### src/rtl/smp_tap_pkg.sv
package smp_tap_pkg;

    typedef logic [1:0] mode_t;

    // mode field value that selects waveform capture
    localparam mode_t MODE_WAVE = 2'b10;

    localparam int unsigned BYTE_W = 8;

endpackage

### src/rtl/smp_tap_gate.sv
module smp_tap_gate
    import smp_tap_pkg::*;
#(
    parameter int unsigned RATE_W = 2
) (
    input  logic              clk,
    input  logic              rst_n,
    input  mode_t             mode_sel,
    input  logic [RATE_W-1:0] rate_sel,
    input  logic              irq_en,
    output logic              cap_en,
    output logic              cfg_hit
);

    typedef struct packed {
        mode_t             mode;
        logic [RATE_W-1:0] rate;
        logic              on;
    } gate_st_t;

    gate_st_t st_d, st_q;
    logic     on_now;

    always_comb begin
        on_now     = (mode_sel == MODE_WAVE) && irq_en;
        st_d.mode  = mode_sel;
        st_d.rate  = rate_sel;
        st_d.on    = on_now;
        cap_en     = on_now;
        cfg_hit    = (mode_sel != st_q.mode) || (rate_sel != st_q.rate) || (on_now != st_q.on);
    end

    always_ff @(posedge clk or negedge rst_n) begin
        if (!rst_n) begin
            st_q <= '0;
        end else begin
            st_q <= st_d;
        end
    end

endmodule

### src/rtl/smp_tap_decim.sv
module smp_tap_decim #(
    parameter int unsigned RATE_W = 2,
    parameter int unsigned CNT_W  = (1 << RATE_W) - 1
) (
    input  logic              clk,
    input  logic              rst_n,
    input  logic              in_valid,
    input  logic              cap_en,
    input  logic              cfg_hit,
    input  logic [RATE_W-1:0] rate_sel,
    output logic              take
);

    typedef struct packed {
        logic [CNT_W-1:0] cnt;
    } dec_st_t;

    dec_st_t          st_d, st_q;
    logic [CNT_W-1:0] reload;

    always_comb begin
        reload = (CNT_W'(1) << rate_sel) - CNT_W'(1);
        take   = in_valid && cap_en && !cfg_hit && (st_q.cnt == '0);
        st_d   = st_q;
        if (!cap_en || cfg_hit) begin
            st_d.cnt = '0;
        end else if (in_valid) begin
            if (take) begin
                st_d.cnt = reload;
            end else begin
                st_d.cnt = st_q.cnt - CNT_W'(1);
            end
        end
    end

    always_ff @(posedge clk or negedge rst_n) begin
        if (!rst_n) begin
            st_q <= '0;
        end else begin
            st_q <= st_d;
        end
    end

endmodule

### src/rtl/smp_tap_hold.sv
module smp_tap_hold
    import smp_tap_pkg::*;
#(
    parameter int unsigned SMP_W  = 20,
    parameter int unsigned NBYTES = 3,
    parameter int unsigned WORD_W = NBYTES * BYTE_W,
    parameter int unsigned PTR_W  = $clog2(NBYTES)
) (
    input  logic              clk,
    input  logic              rst_n,
    input  logic              cap_en,
    input  logic              take,
    input  logic [SMP_W-1:0]  in_data,
    input  logic              rd_stb,
    output logic [BYTE_W-1:0] rd_data,
    output logic              irq_n,
    output logic              ovr,
    output logic              pend,
    output logic [WORD_W-1:0] word
);

    typedef struct packed {
        logic [WORD_W-1:0] word;
        logic [PTR_W-1:0]  ptr;
        logic              pend;
        logic              irq;
        logic              ovr;
    } hold_st_t;

    hold_st_t          st_d, st_q;
    logic [BYTE_W-1:0] lane [NBYTES];
    logic [WORD_W-1:0] ext;

    for (genvar gi = 0; gi < NBYTES; gi++) begin : g_lane
        assign lane[gi] = st_q.word[WORD_W-1-BYTE_W*gi -: BYTE_W];
    end

    always_comb begin
        ext = {{(WORD_W-SMP_W){in_data[SMP_W-1]}}, in_data};
        st_d = st_q;
        if (!cap_en) begin
            st_d.ptr  = '0;
            st_d.pend = 1'b0;
            st_d.irq  = 1'b0;
            st_d.ovr  = 1'b0;
        end else if (take) begin
            st_d.word = ext;
            st_d.ptr  = '0;
            st_d.pend = 1'b1;
            st_d.irq  = 1'b1;
            if (st_q.pend) begin
                st_d.ovr = 1'b1;
            end
        end else if (rd_stb && st_q.pend) begin
            st_d.irq = 1'b0;
            if (st_q.ptr == PTR_W'(NBYTES - 1)) begin
                st_d.ptr  = '0;
                st_d.pend = 1'b0;
            end else begin
                st_d.ptr = st_q.ptr + PTR_W'(1);
            end
        end
    end

    always_comb begin
        rd_data = '0;
        for (int i = 0; i < NBYTES; i++) begin
            if (st_q.ptr == PTR_W'(i)) begin
                rd_data = lane[i];
            end
        end
        irq_n = !st_q.irq;
        ovr   = st_q.ovr;
        pend  = st_q.pend;
        word  = st_q.word;
    end

    always_ff @(posedge clk or negedge rst_n) begin
        if (!rst_n) begin
            st_q <= '0;
        end else begin
            st_q <= st_d;
        end
    end

endmodule

### src/rtl/smp_tap.sv
module smp_tap
    import smp_tap_pkg::*;
#(
    parameter int unsigned SMP_W  = 20,
    parameter int unsigned NBYTES = 3,
    parameter int unsigned RATE_W = 2
) (
    input  logic              clk,
    input  logic              rst_n,
    input  logic              in_valid,
    input  logic [SMP_W-1:0]  in_data,
    input  logic [1:0]        mode_sel,
    input  logic [RATE_W-1:0] rate_sel,
    input  logic              irq_en,
    input  logic              rd_stb,
    output logic [7:0]        rd_data,
    output logic              irq_n,
    output logic              ovr,
    output logic              pass_valid,
    output logic [SMP_W-1:0]  pass_data
);

    localparam int unsigned CNT_W  = (1 << RATE_W) - 1;
    localparam int unsigned WORD_W = NBYTES * BYTE_W;

    logic              cap_en;
    logic              cfg_hit;
    logic              take;
    logic              pend;
    logic [WORD_W-1:0] hold_word;

    // power path: same-cycle pass-through, never gated by capture
    assign pass_valid = in_valid;
    assign pass_data  = in_data;

    smp_tap_gate #(
        .RATE_W (RATE_W)
    ) u_gate (
        .clk      (clk),
        .rst_n    (rst_n),
        .mode_sel (mode_sel),
        .rate_sel (rate_sel),
        .irq_en   (irq_en),
        .cap_en   (cap_en),
        .cfg_hit  (cfg_hit)
    );

    smp_tap_decim #(
        .RATE_W (RATE_W),
        .CNT_W  (CNT_W)
    ) u_decim (
        .clk      (clk),
        .rst_n    (rst_n),
        .in_valid (in_valid),
        .cap_en   (cap_en),
        .cfg_hit  (cfg_hit),
        .rate_sel (rate_sel),
        .take     (take)
    );

    smp_tap_hold #(
        .SMP_W  (SMP_W),
        .NBYTES (NBYTES)
    ) u_hold (
        .clk     (clk),
        .rst_n   (rst_n),
        .cap_en  (cap_en),
        .take    (take),
        .in_data (in_data),
        .rd_stb  (rd_stb),
        .rd_data (rd_data),
        .irq_n   (irq_n),
        .ovr     (ovr),
        .pend    (pend),
        .word    (hold_word)
    );

endmodule

### config.mk
export PLATFORM = sky130hd
export DESIGN_NAME = smp_tap
export DESIGN_NICKNAME = d
export VERILOG_FILES = /design/src/rtl/smp_tap_pkg.sv /design/src/rtl/smp_tap_gate.sv /design/src/rtl/smp_tap_decim.sv /design/src/rtl/smp_tap_hold.sv /design/src/rtl/smp_tap.sv
export SDC_FILE = /design/constraint.sdc
export NUM_CORES = 1
export LEC_CHECK = 0
export CORE_MARGIN = 2
export CORE_UTILIZATION = 45
export DETAILED_ROUTE_END_ITERATION = 8
export DONT_BUFFER_PORTS = 1
export GPL_ROUTABILITY_DRIVEN = 1
export GPL_TIMING_DRIVEN = 1
export PLACE_DENSITY = 0.63
export SYNTH_ARGS = -nofsm -noshare
export SYNTH_HDL_FRONTEND = slang
export SYNTH_HIERARCHICAL = 1
export SYNTH_SLANG_ARGS = --single-unit
### constraint.sdc
create_clock -name clk -period 3.9 [get_ports clk]
set_input_delay 0.39 -clock clk [delete_from_list [all_inputs] [get_ports clk]]
set_output_delay 0.39 -clock clk [all_outputs]
set_load 0.005 [all_outputs]
==> results.txt, run 1 <==
Status -> completed
Leak Pwr -> 0.831 nW
Average wire per standard cell -> 16.9 um
Max VDD drop -> 0.318 mV
Synthesis Warnings -> 6
Crit-path max FO -> 20
Clock period minus worst slack -> 2.53 ns
Worst hold slack -> 0.137 ns
Slew Limit Headroom -> 53.4%
WP data arrival -> 2.69 ns
Clock Skew -> 0.00422 ns
Remaining antenna violation count -> 0
Core Rows -> 23
Worst Path Required -> 4.07 ns
Worst R2R End -> u_hold/word[6]
Final setup fails -> 0
# Post-CTS Setup Buffers -> 0
Cells after synthesis -> 143
Critical Path End -> u_hold/word[6]
Die area -> 4530 um2
Critical path launch point type -> flop
Worst reg2reg setup slack -> 1.37 ns
Total track usage -> 14.3%
Hold Path Class -> in -> reg
Slew @ Worst Pin -> 0.697 ns
Layout cell share with drive strength beyond 1 -> 26.0%
Clk buf depth -> 2
Final core occ -> 46.1%
Resized cells post-CTS -> 0
H-tree Lvls -> 2
Global-route wire length before repair -> 4640 um
Synth-to-Final Area Change -> 0.693%
Crit Path Category -> reg -> reg
Grt total ovfl -> 0
Drt drc -> 0
# hold bufs at CTS -> 2
Post-Syn Nets -> 174
Max_cap viols -> 0
Fmax -> 0.396 GHz
Setup_tns -> 0 ns
Multi-input logic area -> 768 um2
Via count -> 970
Drt via density -> 5.48
Initial antenna violation count -> 0
Design Power -> 0.705 mW
FF-to-FF Start -> u_gate/st_q[2]
CP Capture Type -> flop
Power per Cell Area -> 388 nW/um2
Die Wd -> 67.3 um
ANT cells -> 0
Initial core utilization -> 45.8%
First drt pass iteration count -> 4
Number of fillers in the final layout -> 334
Vias in the first global route -> 922
Die Ht -> 67.3 um
Clk sinks -> 33
RD Place Congestion -> 0.718
Mapped cell area -> 1810 um2
Syn Area/Cell -> 12.6 um2
Final Hold Viols -> 0
Period utilisation layout -> 64.8%
Post-DP HPWL -> 2090 um
Port Buffer Count -> 0
Final count of pins violating max slew -> 0
RSZ-0062 raised after global routing -> no
CTS tree -> yes
Pin count of the biggest net entering global routing -> 34
Worst setup path start -> u_gate/st_q[2]
Final WL -> 2990 um
Core area -> 3940 um2
Nets@finish -> 157
Num ports -> 60
Register Area -> 826 um2
Reg2reg path depth -> 7
Starting DRT DRC Count -> 39
Root buf cell -> clkbuf_8
Latest clock arrival within the worst-skew pair -> 0.28 ns
Cts bufs inserted -> 5
Register clock-pin slew on the reported worst setup and hold paths -> 0.07 ns
==> cells in the final DEF, fill, tap and decap left out, types with 2 or more instances in the layout <==
| master | instances |
|---|---|
| dfrtp_1 | 33 |
| mux2_4 | 20 |
| mux2i_1 | 8 |
| o2bb2ai_1 | 8 |
| clkbuf_8 | 6 |
| inv_1 | 4 |
| nor2_1 | 4 |
| nor2b_1 | 4 |
| xor2_1 | 4 |
| nand2b_1 | 3 |
| a21oi_1 | 3 |
| nand2_1 | 2 |
| nand3_1 | 2 |
| o21a_1 | 2 |
| nand4bb_1 | 2 |
| ha_1 | 2 |
| o21ai_0 | 2 |
| a21bo_2 | 2 |
==> through the flow <==
stage	setup slack [ns]	cell area [um2]	instances
after floorplan	1.91	1810	143
after global placement	1.48	1670	167
after detailed placement	1.42	1670	167
after CTS	1.39	1820	177
after global routing	1.19	1820	177
final	1.37	1820	177
==> worst min-delay path by stage <==
stage          slack (ns)        start  cells past startpoint               to
6_report             0.14  rate_sel[1]                      0   u_gate/st_q[2]
2_1_floorplan        0.09        rst_n                      0  u_decim/st_q[0]
3_3_place_gp          0.1        rst_n                      0   u_gate/st_q[4]
3_5_place_dp          0.1        rst_n                      0   u_gate/st_q[2]
4_1_cts              0.12  mode_sel[1]                      0   u_gate/st_q[4]
5_1_grt              0.11  rate_sel[1]                      0   u_gate/st_q[2]
==> where the power goes <==
group	total, mW	leakage [nW]	switching (mW)	internal (mW)
Sequential	0.352	0.451	0.00329	0.348
Clock	0.325	0.0585	0.117	0.208
Combinational	0.0282	0.322	0.0144	0.0138
==> layout make-up <==
| class | count | area share, % |
|---|---|---|
| multi-input cells | 80 | 42.3 |
| flip-flops and latches | 33 | 45.4 |
| inverters | 4 | 0.826 |
| repair buffers | 2 | 1.65 |
| clock buffers | 7 | 4.75 |
| clock inverters | 1 | 1.65 |
| well taps | 50 | 3.44 |
==> state kept, by name (all words and copies together), names as in the netlist <==
signal	count
u_gate/st_q	5
u_hold/st_q	3
u_decim/st_q	3
u_hold/ovr	1
u_hold/word	20
u_hold/pend	1
==> routing by layer <==
metal	vias up	wire (um)	global-route usage (%)
met1	490	1360	19.0
met5	-	0	0
li1	450	-	-
met4	0	48	6.12
met3	6	210	6.50
met2	24	1370	20.0
==> critical path, cell delays in order (launching register included) <==
cell and delay, ns:
dfrtp_1 0.38, xor2_1 0.17, nor4_2 0.25, nand3_1 0.12, nand2b_1 0.20, nor2_1 0.33, nand2_2 0.48, mux2_4 0.46
Power figures use the tool's default switching activity.
==> run 2: changes to the inputs <==
--- a/config.mk
+++ b/config.mk
@@ -5,13 +5,14 @@
 export SDC_FILE = /design/constraint.sdc
 export NUM_CORES = 1
 export LEC_CHECK = 0
+export ABC_AREA = 1
 export CORE_MARGIN = 2
 export CORE_UTILIZATION = 45
 export DETAILED_ROUTE_END_ITERATION = 8
 export DONT_BUFFER_PORTS = 1
 export GPL_ROUTABILITY_DRIVEN = 1
 export GPL_TIMING_DRIVEN = 1
-export PLACE_DENSITY = 0.63
+export PLACE_DENSITY = 0.65
 export SYNTH_ARGS = -nofsm -noshare
 export SYNTH_HDL_FRONTEND = slang
 export SYNTH_HIERARCHICAL = 1
==> constraint.sdc (replaced) <==
create_clock -name clk -period 2.25 [get_ports clk]
set_input_delay 0.225 -clock clk [delete_from_list [all_inputs] [get_ports clk]]
set_output_delay 0.225 -clock clk [all_outputs]
set_load 0.005 [all_outputs]
==> run 2 against run 1 <==
Compared with the run above:
- first-iteration DRC count up 95%
- sequential power up 73%
- total power up 54%
- area after synthesis down 0.21%
- highest routed layer unchanged
- critical path type unchanged
- utilization up 2.4 points
- maximum frequency up 40%
- sequential share of layout area up 0.094 points
- critical path depth up 2
- register-to-register slack worse by 0.92 ns
- via count up 36%
==> results.txt, run 2 <==
WP data arrival -> 1.96 ns (was 2.69 ns)
Nets@finish -> 248 (was 157)
Critical path launch point type -> flop (unchanged)
Final Non-Filler Cells -> 266 (was 177)
Worst Path Required -> 2.41 ns (was 4.07 ns)
Max VDD drop -> 0.393 mV (was 0.318 mV)
Post-Syn Nets -> 260 (was 174)
Final WL -> 3570 um (was 2990 um)
Multi-input logic area -> 681 um2 (was 768 um2)
Initial antenna violation count -> 0 (unchanged)
ANT cells -> 0 (unchanged)
Register clock-pin slew on the reported worst setup and hold paths -> 0.07 ns (about the same)
Clock Skew -> 0.00444 ns (was 0.00422 ns)
Worst setup path start -> u_decim/st_q[0] (was u_gate/st_q[2])
RSZ-0062 raised after global routing -> no (unchanged)
Logic pwr share -> 5.3% (was 4.0%)
Cts bufs inserted -> 5 (unchanged)
Sequential share of power -> 56.0% (was 49.9%)
Latest clock arrival within the worst-skew pair -> 0.27 ns (was 0.28 ns)
Via count -> 1315 (was 970)
Final Hold Viols -> 0 (unchanged)
Register Area -> 826 um2 (unchanged)
Post-DP HPWL -> 2470 um (was 2090 um)
Starting DRT DRC Count -> 76 (was 39)
Commonest non-fill, non-tap cell in the layout -> nand2_1 (was dfrtp_1)
Leak Pwr -> 0.998 nW (was 0.831 nW)
RD Place Congestion -> 0.789 (was 0.718)
Synthesis Warnings -> 6 (unchanged)
Core Rows -> 22 (was 23)
Pin count of the biggest net entering global routing -> 34 (unchanged)
CTS tree -> yes (unchanged)
Root buf cell -> clkbuf_8 (unchanged)
Number of fillers in the final layout -> 381 (was 334)
Clock period minus worst slack -> 1.80 ns (was 2.53 ns)
Mapped cell area -> 1800 um2 (was 1810 um2)
Cells after synthesis -> 229 (was 143)
Final count of pins violating max slew -> 0 (unchanged)
Hold Path Class -> in -> reg (unchanged)
Int Power -> 0.845 mW (was 0.570 mW)
Average wire per standard cell -> 13.4 um (was 16.9 um)
FF-to-FF Start -> u_decim/st_q[0] (was u_gate/st_q[2])
Crit-path cells -> inv_1 > ha_1 > ha_1 > inv_1 > nor3_2 > buf_4 > nand2_4 > nand2_1 > nand2_1 (was xor2_1 > nor4_2 > nand3_1 > nand2b_1 > nor2_1 > nand2_2 > mux2_4)
Clock power share -> 38.7% (was 46.1%)
DP Cell Count -> 252 (was 167)
Period utilisation layout -> 80.0% (was 64.8%)
Fmax -> 0.556 GHz (was 0.396 GHz)
Final setup fails -> 0 (unchanged)
Die Ht -> 67.3 um (about the same)
Initial core utilization -> 48.1% (was 45.8%)
Slew @ Worst Pin -> 0.424 ns (was 0.697 ns)
Crit-path max FO -> 22 (was 20)
Grt total ovfl -> 0 (unchanged)
Core area -> 3740 um2 (was 3940 um2)
Drt drc -> 0 (unchanged)
First drt pass iteration count -> 4 (unchanged)
Total track usage -> 17.5% (was 14.3%)
Sw frac -> 22.2% (was 19.1%)
Max_cap viols -> 0 (unchanged)
Vias in the first global route -> 1278 (was 922)
Slew Limit Headroom -> 71.8% (was 53.4%)
Port Buffer Count -> 0 (unchanged)
Worst path max stage delay -> 0.40 ns (was 0.48 ns)
Die Wd -> 67.3 um (about the same)
Syn Area/Cell -> 7.87 um2 (was 12.6 um2)
Resized cells post-CTS -> 0 (unchanged)
Commonest cells after routing, fill and taps aside -> nand2_1 (83), nand3_1 (48), dfrtp_1 (33) (was dfrtp_1 (33), mux2_4 (20), mux2i_1 (8), o2bb2ai_1 (8), clkbuf_8 (6))
Global-route wire length before repair -> 5830 um (was 4640 um)
CP Capture Type -> flop (unchanged)
Layout cell share with drive strength beyond 1 -> 7.80% (was 26.0%)
Remaining antenna violation count -> 0 (unchanged)
Power per Cell Area -> 599 nW/um2 (was 388 nW/um2)
Largest register FFs -> 20 (unchanged)
Num ports -> 60 (unchanged)
CP max stage cell -> dfrtp_1 (was nand2_2)
Synth-to-Final Area Change -> 0.694% (was 0.693%)
Die area -> 4530 um2 (about the same)
Clk buf depth -> 2 (unchanged)
NetSw -> 0.242 mW (was 0.134 mW)
Setup_tns -> 0 ns (unchanged)
Crit Path Category -> reg -> reg (unchanged)
Status -> completed (unchanged)
Hold Crit Start -> in_data[4] (was rate_sel[1])
Clk sinks -> 33 (unchanged)
H-tree Lvls -> 2 (unchanged)
Drt via density -> 4.94 (was 5.48)
run 2: final timing paths:
check,endpoint,slack [ns],depth (start not counted)
max in group asynchronous,u_hold/word[16],1.69,2
min reg2reg,u_hold/word[13],0.47,2
min in group asynchronous,u_hold/st_q[4],0.39,2
min,u_hold/word[4],0.09,2
max,u_hold/word[1],0.45,9
max reg2reg,u_hold/word[1],0.45,9
run 2: power groups by stage:
stage	Clock [mW]	Combinational (mW)	Sequential [mW]
after global routing	0.456	0.0662	0.609
after CTS	0.430	0.0585	0.608
final	0.421	0.0571	0.609
after detailed placement	0	0.0351	0.620
after floorplan	0	0.0602	0.618
after global placement	0	0.0335	0.619
run 2: per-stage QoR:
step / power [mW] / area, um2 / hold slack, ns / utilization, % / setup WS [ns]
after floorplan: 0.679 / 1800 / -0.0706 / - / 0.256
after global placement: 0.653 / 1660 / -0.0695 / 44.5 / 0.543
after detailed placement: 0.655 / 1660 / -0.0698 / 44.5 / 0.465
after CTS: 1.10 / 1810 / 0.0849 / 48.5 / 0.450
after global routing: 1.13 / 1810 / 0.0884 / 48.5 / 0.248
final: 1.09 / 1810 / 0.0865 / 48.5 / 0.450
run 2: what timing repair did:
| action | 4_1_cts | 5_1_grt |
|---|---|---|
| endpoints found under the hold margin | 37 | 0 |
| hold buffers | 6 | 0 |
| buffers inserted | 0 | 0 |
run 2: metal layers:
layer | up-vias | track usage [%] | wire, um | part of all wire (%)
met5 | - | 0 | 0 | 0
met1 | 601 | 22.8 | 1620 | 45
met4 | 0 | 6.63 | 23 | 0.64
met3 | 2 | 5.50 | 284 | 8.0
li1 | 670 | - | - | -
met2 | 42 | 27.5 | 1640 | 46
run 2: cell type report:
type	count	area share, %
sequential	33	45.5
inverter	20	4.14
clock buffer	8	4.41
tap	48	3.31
timing repair buffer	9	5.10
multi-input combinational	148	37.5
run 2: critical path, delay by kind of cell (launching register included):
family | cells | cell delay (ns)
flops | 1 | 0.40
simple gates | 4 | 0.53
buf+inv | 3 | 0.42
fa+ha+maj | 2 | 0.34
